`config.mk`:
```
export PLATFORM = sky130hd
export DESIGN_NAME = otp_fuse_ctrl
export DESIGN_NICKNAME = d
export VERILOG_FILES = /design/src/rtl/otp_fuse_pkg.sv /design/src/rtl/otp_addr_decode.sv /design/src/rtl/otp_fuse_array.sv /design/src/rtl/otp_reg_file.sv /design/src/rtl/otp_fuse_ctrl.sv
export SDC_FILE = /design/constraint.sdc
export NUM_CORES = 2
export LEC_CHECK = 0
export CAP_MARGIN = 20
export CORE_UTILIZATION = 60
export CTS_BUF_LIST = sky130_fd_sc_hd__clkbuf_8
export DETAILED_ROUTE_END_ITERATION = 16
export MAX_ROUTING_LAYER = met4
export PLACE_DENSITY = 0.78
export SETUP_SLACK_MARGIN = 0.15
export SLEW_MARGIN = 20
export SYNTH_ARGS = -nofsm -noshare
export SYNTH_HDL_FRONTEND = slang
export SYNTH_SLANG_ARGS = --single-unit
```
`constraint.sdc`:
```
create_clock -name clk -period 4 [get_ports clk]
set_input_delay 1 -clock clk [delete_from_list [all_inputs] [get_ports clk]]
set_output_delay 1 -clock clk [all_outputs]
set_load 0.01 [all_outputs]
```
`src/rtl/otp_fuse_pkg.sv`:
```
// Shared definitions for the fuse controller: register regions and
// command bit positions in the control word.
package otp_fuse_pkg;

    // Register region selected by a bus offset.
    typedef enum logic [2:0] {
        RG_CTL,
        RG_DAT,
        RG_PGM,
        RG_TIM,
        RG_BAD
    } fuse_region_e;

    // Bit positions of the commands in the control word.
    localparam int CMD_READ_BIT = 0;
    localparam int CMD_PROG_BIT = 1;

endpackage

```
`src/rtl/otp_addr_decode.sv`:
```
// Address decoder for the fuse controller.
// Maps a byte offset onto a register region and a word index, and
// flags accesses that are misaligned, partial or unmapped.
// Assumes the window is 2**AW bytes with the timing word last.
module otp_addr_decode
    import otp_fuse_pkg::*;
#(
    parameter int AW    = 7,
    parameter int DW    = 32,
    parameter int WORDS = 8
) (
    input  logic [AW-1:0]           addr,
    input  logic [DW/8-1:0]         be,
    output fuse_region_e            region,
    output logic [$clog2(WORDS)-1:0] idx,
    output logic                    acc_ok
);
    localparam int WW        = AW - 2;
    localparam int IW        = $clog2(WORDS);
    localparam int WIN_WORDS = 1 << WW;
    localparam int DAT_BASE  = 2;
    localparam int PGM_BASE  = DAT_BASE + WORDS;
    localparam int TIM_WORD  = WIN_WORDS - 1;

    logic [WW-1:0] word;

    // Region and index selection from the word offset.
    always_comb begin
        word   = addr[AW-1:2];
        region = RG_BAD;
        idx    = '0;
        if (word == WW'(0)) begin
            region = RG_CTL;
        end else if (word >= WW'(DAT_BASE) && word < WW'(PGM_BASE)) begin
            region = RG_DAT;
            idx    = IW'(word - WW'(DAT_BASE));
        end else if (word >= WW'(PGM_BASE) && word < WW'(PGM_BASE + WORDS)) begin
            region = RG_PGM;
            idx    = IW'(word - WW'(PGM_BASE));
        end else if (word == WW'(TIM_WORD)) begin
            region = RG_TIM;
        end
    end

    // Only aligned full-word accesses to mapped offsets are accepted.
    always_comb begin
        acc_ok = (addr[1:0] == 2'b00) && (&be) && (region != RG_BAD);
    end
endmodule

```
`src/rtl/otp_fuse_array.sv`:
```
// Behavioural fuse storage.
// Each word can only gain set bits. Programming ORs the staged words in
// unless the lock fuse (top bit of the last word) is set. The value the
// array will hold after this cycle's program step is exported so that a
// snapshot taken in the same cycle sees it.
module otp_fuse_array #(
    parameter int DW    = 32,
    parameter int WORDS = 8
) (
    input  logic                clk,
    input  logic                rst_n,
    input  logic                do_prog,
    input  logic [WORDS*DW-1:0] pgm_flat,
    output logic [WORDS*DW-1:0] fuse_flat,
    output logic [WORDS*DW-1:0] fuse_next,
    output logic                locked
);
    localparam int TOP = WORDS * DW - 1;

    logic prog_en;

    // Lock fuse sits in the top bit of the array.
    always_comb begin
        locked  = fuse_flat[TOP];
        prog_en = do_prog && !locked;
    end

    for (genvar w = 0; w < WORDS; w++) begin : g_word
        // Next value of one fuse word: OR in the staged word when enabled.
        always_comb begin
            fuse_next[w*DW +: DW] = fuse_flat[w*DW +: DW] |
                                    (prog_en ? pgm_flat[w*DW +: DW] : '0);
        end

        // Fuse word register, cleared only by reset.
        always_ff @(posedge clk) begin
            if (!rst_n) fuse_flat[w*DW +: DW] <= '0;
            else        fuse_flat[w*DW +: DW] <= fuse_next[w*DW +: DW];
        end
    end
endmodule

```
`src/rtl/otp_reg_file.sv`:
```
// Register file of the fuse controller: control command bits, staged
// program words, timing word and read-only snapshot registers.
// Assumes wr_en is already qualified by a valid decode.
module otp_reg_file
    import otp_fuse_pkg::*;
#(
    parameter int DW    = 32,
    parameter int WORDS = 8
) (
    input  logic                     clk,
    input  logic                     rst_n,
    input  logic                     wr_en,
    input  fuse_region_e             region,
    input  logic [$clog2(WORDS)-1:0] idx,
    input  logic [DW-1:0]            wdata,
    input  logic [WORDS*DW-1:0]      fuse_next,
    output logic [1:0]               ctl_cmd,
    output logic [WORDS*DW-1:0]      pgm_flat,
    output logic [WORDS*DW-1:0]      dat_flat,
    output logic [DW-1:0]            timing_q
);
    logic wr_ctl;
    logic wr_pgm;
    logic wr_tim;

    // Write strobes per region.
    always_comb begin
        wr_ctl = wr_en && (region == RG_CTL);
        wr_pgm = wr_en && (region == RG_PGM);
        wr_tim = wr_en && (region == RG_TIM);
    end

    // Command bits: loaded by a control write, otherwise cleared.
    always_ff @(posedge clk) begin
        if (!rst_n)      ctl_cmd <= '0;
        else if (wr_ctl) ctl_cmd <= {wdata[CMD_PROG_BIT], wdata[CMD_READ_BIT]};
        else             ctl_cmd <= '0;
    end

    // Timing word: plain storage.
    always_ff @(posedge clk) begin
        if (!rst_n)      timing_q <= '0;
        else if (wr_tim) timing_q <= wdata;
    end

    // Snapshot of the post-program fuse contents on a read command.
    always_ff @(posedge clk) begin
        if (!rst_n)                      dat_flat <= '0;
        else if (ctl_cmd[CMD_READ_BIT])  dat_flat <= fuse_next;
    end

    for (genvar w = 0; w < WORDS; w++) begin : g_pgm
        // Staged program word w: plain storage.
        always_ff @(posedge clk) begin
            if (!rst_n)
                pgm_flat[w*DW +: DW] <= '0;
            else if (wr_pgm && idx == ($clog2(WORDS))'(w))
                pgm_flat[w*DW +: DW] <= wdata;
        end
    end
endmodule

```
`src/rtl/otp_fuse_ctrl.sv`:
```
// Top level of the one-time fuse controller.
// Decodes the bus, drives the register file and fuse array, registers
// read data and the error pulse. Assumes one access per cycle; a read
// and a write in the same cycle are both served.
module otp_fuse_ctrl
    import otp_fuse_pkg::*;
#(
    parameter int AW    = 7,
    parameter int DW    = 32,
    parameter int WORDS = 8
) (
    input  logic            clk,
    input  logic            rst_n,
    input  logic [AW-1:0]   bus_addr,
    input  logic            bus_wr,
    input  logic            bus_rd,
    input  logic [DW/8-1:0] bus_be,
    input  logic [DW-1:0]   bus_wdata,
    output logic [DW-1:0]   bus_rdata,
    output logic            bus_err,
    output logic            lock_status
);
    localparam int IW = $clog2(WORDS);

    fuse_region_e          region;
    logic [IW-1:0]         idx;
    logic                  acc_ok;
    logic [1:0]            ctl_cmd;
    logic [WORDS*DW-1:0]   pgm_flat;
    logic [WORDS*DW-1:0]   dat_flat;
    logic [WORDS*DW-1:0]   fuse_flat;
    logic [WORDS*DW-1:0]   fuse_next;
    logic [DW-1:0]         timing_q;
    logic                  locked;
    logic [DW-1:0]         rd_val;

    otp_addr_decode #(.AW(AW), .DW(DW), .WORDS(WORDS)) u_dec (
        .addr   (bus_addr),
        .be     (bus_be),
        .region (region),
        .idx    (idx),
        .acc_ok (acc_ok)
    );

    otp_reg_file #(.DW(DW), .WORDS(WORDS)) u_regs (
        .clk       (clk),
        .rst_n     (rst_n),
        .wr_en     (bus_wr && acc_ok),
        .region    (region),
        .idx       (idx),
        .wdata     (bus_wdata),
        .fuse_next (fuse_next),
        .ctl_cmd   (ctl_cmd),
        .pgm_flat  (pgm_flat),
        .dat_flat  (dat_flat),
        .timing_q  (timing_q)
    );

    otp_fuse_array #(.DW(DW), .WORDS(WORDS)) u_fuse (
        .clk       (clk),
        .rst_n     (rst_n),
        .do_prog   (ctl_cmd[CMD_PROG_BIT]),
        .pgm_flat  (pgm_flat),
        .fuse_flat (fuse_flat),
        .fuse_next (fuse_next),
        .locked    (locked)
    );

    // Read multiplexer over the register regions.
    always_comb begin
        case (region)
            RG_CTL:  rd_val = DW'(ctl_cmd);
            RG_DAT:  rd_val = dat_flat[idx*DW +: DW];
            RG_PGM:  rd_val = pgm_flat[idx*DW +: DW];
            RG_TIM:  rd_val = timing_q;
            default: rd_val = '0;
        endcase
    end

    // Registered read data and error pulse.
    always_ff @(posedge clk) begin
        if (!rst_n) begin
            bus_rdata <= '0;
            bus_err   <= 1'b0;
        end else begin
            bus_rdata <= (bus_rd && acc_ok) ? rd_val : '0;
            bus_err   <= (bus_rd || bus_wr) && !acc_ok;
        end
    end

    // Lock status follows the lock fuse.
    always_comb lock_status = locked;
endmodule

```
==> reports/qor.yml <==
critical_path:
  start_kind: "input pin"
  critical_path_buf_inv_count: 5
  cp_cell_sequence: "clkdlybuf4s50_1, inv_1, ha_1, nand2b_1, buf_4, xnor2_1, buf_4, nor2_2, buf_4, a32oi_1, a32oi_1, nand2_1"
  cp_data_required_time_ns: 4.70
  critPathMaxFanout: 9
  timing.rr.start: "u_regs.ctl_cmd[1]"
  worstRegToRegCells: 5
  crit_path_frequent_cell: "buf_4"
  crit_path_max_incr_delay_ns: 0.58
  crit_path_top_delay_cell: "nor2_2"
  path_class: "in -> reg"
  ff2ff_setup_slack_ns: 1.76
  endpoint_kind: "flip-flop"
  r2r_end: "u_regs.dat_flat[194]"
  critPathTopFamily: "buffers and inverters"
  cp.arrival_ns: 3.85
floorplan:
  rows: 85
  die_h_um: 237
  ios: 81
  die_area_sq_mm: 0.0562
  core-area_sq_mm: 0.0542
  start_util_pct: 61.1
  die_x_um: 237
timing:
  final-hold-violation-count: 0
  setup_viol: 0
  fin_crit_ns: 3.15
  slew_headroom_pct: 27.8
  tightest_slew_ns: 1.08
  rsz0062_at_grt: "no"
  setup_tns_ns: 0
  finalCritPeriodShare_pct: 78.8
  finalMaxSlewViolations: 0
  max_freq_mhz: 317
  skew_ns: 0.0230
placed_design:
  place_congestion: 0.926
  numPlacedInstances: 4403
  dp_hpwl_um: 59000
  io_buffers: 80
synthesis:
  synth_nets: 3901
  synthAdderAreaFrac_pct: 0.0755
  synthFlopType: "dfxtp_1"
  synth-xor-area-share_pct: 0.0792
  synth_cells: 3852
  ys_seq_area_share_pct: 50.4
  synth_compound_area_share_pct: 23.4
  muxShareOfSynthArea_pct: 1.12
  async_flop_share_pct: 0
  synth_top_family_by_area: "compound AO/OA/AOI/OAI gates"
  synth_cell_types: 53
  yosys.area_share.simple_pct: 20.8
  avgSynthCellArea_sq_um: 8.61
  syn_area_sq_mm: 0.0332
  yosysWarnings: 0
  synth_seq_cells: 835
  synth_edf_count: 0
global_routing:
  overflow: 0
  track_usage_pct: 36.7
  grt_pass1_wl_um: 154000
  antenna_found_initial: 11
  grt_max_degree: 276
  grt_pass1_vias: 26600
routing:
  drc: 0
  drt_first_pass_iters: 5
  vias_per_cell: 6.14
  wl_um: 101000
  drtIter0Drc: 3317
  wl_per_cell_um: 21.7
  vias: 28600
  ant_nets: 0
power_and_ir_drop:
  power_density_mw_per_mm2: 435
  p_switching_mw: 3.93
  p_comb_share_pct: 5.0
  p_leak_nw: 14.7
  p_sw_share_pct: 23.9
  power_frac_seq_pct: 50.7
  clockPowerShare_pct: 44.3
  p_total_mw: 16.4
  irDropWorstVdd_uv: 420
  p_int_mw: 12.5
min_path:
  whs_endpoint: "bus_rdata[25]"
  hp-start: "u_regs.timing_q[25]"
  hold_class: "reg -> reg"
  whs_path_depth: 2
layout:
  multi_input_area_sq_mm: 0.0152
  fin_nets: 3894
  register_area_sq_mm: 0.0167
  syn_to_final_growth_pct: 14.0
  layout-drive-gt1-share_pct: 8.69
  stdcell_count: 4654
  nFillCells: 4335
clock_tree:
  clk_path_buf_depth: 3
  cts_sinks: 835
  cts_hold_buf: 0
  clock_latency_ns: 0.81
  cts_tree: "yes"
  cts-buffers-inserted: 136
  cts_setup_buffers: 0
  cts_root_buf: "clkbuf_8"
  clk_pin_slew_worst_paths_ns: 0.06
  h-tree-depth: 4
  cts_resized: 0
run:
  cap_violations: 0
run_status:
  outcome: "finished clean"
## logic make-up after synthesis
| group | after synthesis |
|---|---|
| AOI/OAI and AO/OA | 1037 |
| xor gates and xnor gates | 3 |
| adders and majority gates | 2 |
| buffers and inverters | 353 |
| DFF | 835 |
| muxes | 37 |
| and+or+nand+nor | 1585 |
## worst min-delay path, stage by stage (launching register included)
cell	delay (ns)
dfxtp_1	0.32
nand2_1	0.05
nand3_1	0.05
## layout by cell type (no fill, tap or decap), drive strengths merged, types with 11 or more instances in the layout
master,synthesis,final
inv,5,61
nor2b,259,259
mux2i,37,37
a21oi,265,265
nor3,15,15
o211ai,11,11
o21ai,22,22
a21boi,288,288
dfxtp,835,835
a32oi,56,56
o22ai,42,42
nand4,17,17
clkbuf,293,170
o22a,11,11
diode,0,11
clkdlybuf4s50,0,79
o211a,256,256
nand3,88,88
a31oi,40,40
nand2,1123,1123
nor2,53,53
buf,55,124
## worst max path at each step
stage,startpoint,endpoint,slack (ns),depth (start not counted)
final,bus_addr[3],bus_rdata[7],0.85,12
after global placement,bus_addr[3],bus_rdata[7],0.16,12
after detailed placement,bus_addr[3],u_regs.pgm_flat[26],0.09,11
after global routing,bus_addr[3],u_regs.pgm_flat[149],0.78,11
after floorplan,bus_addr[3],bus_rdata[5],0.91,11
after CTS,bus_addr[3],u_regs.pgm_flat[26],0.92,11
## synth_stat cells, types with 33 or more instances
| master | count | area (sq um) |
|---|---|---|
| nor2b_1 | 259 | 1620 |
| mux2i_1 | 37 | 370 |
| o211a_1 | 256 | 2560 |
| a32oi_1 | 56 | 490 |
| nand2_1 | 1123 | 4220 |
| a21boi_0 | 200 | 1500 |
| nand3_1 | 88 | 440 |
| a21oi_1 | 265 | 1330 |
| a31oi_1 | 40 | 250 |
| o22ai_1 | 42 | 263 |
| nor2_1 | 53 | 199 |
| dfxtp_1 | 835 | 16700 |
| clkbuf_1 | 293 | 1100 |
| buf_2 | 33 | 165 |
| a21boi_1 | 88 | 661 |
## layer usage
metal / track usage, % / vias to the layer above / part of all wire, %
met5: - / - / 0
met1: 48.2 / 13700 / 42
met3: 7.69 / 288 / 9.4
li1: - / 13200 / -
met4: 19.2 / 0 / 4.5
met2: 53.3 / 1386 / 44
## state kept, by name, indices dropped and copies added (netlist names)
name and count:
u_regs.pgm_flat 256, u_regs.timing_q 32, u_regs.dat_flat 256, u_regs.ctl_cmd 2, u_fuse.fuse_flat 256, bus_rdata 32
bus_err 1
## cell type report
| class | instances | share of cell area, % |
|---|---|---|
| antenna | 11 | 0.0728 |
| clock buffer | 170 | 6.19 |
| clock inverter | 70 | 0.897 |
| inverter | 5 | 0.0497 |
| multi-input combinational | 2664 | 40.3 |
| sequential | 835 | 44.2 |
| tap | 696 | 2.30 |
| timing repair buffer | 203 | 5.93 |
## power groups by stage
stage                     clock network, mW  registers, mW  logic, mW
final                                  7.28           8.32      0.827
after global routing                   7.74           8.31      0.854
after CTS                              7.31           8.32      0.804
after detailed placement                  0           8.50      0.801
after global placement                    0           8.50      0.803
after floorplan                           0           8.50      0.459
## per-stage QoR
step	area, sq um	hold WS [ns]	utilization (%)	setup slack [ns]
6_report	37800	0.447	69.7	0.848
5_1_grt	37800	0.476	69.7	0.776
4_1_cts	37800	0.450	69.6	0.924
3_5_place_dp	35100	0.438	64.7	0.0947
3_3_place_gp	35100	0.439	64.7	0.162
2_1_floorplan	33200	0.425	-	0.908
Note: power is estimated with default switching activity, not from simulation.
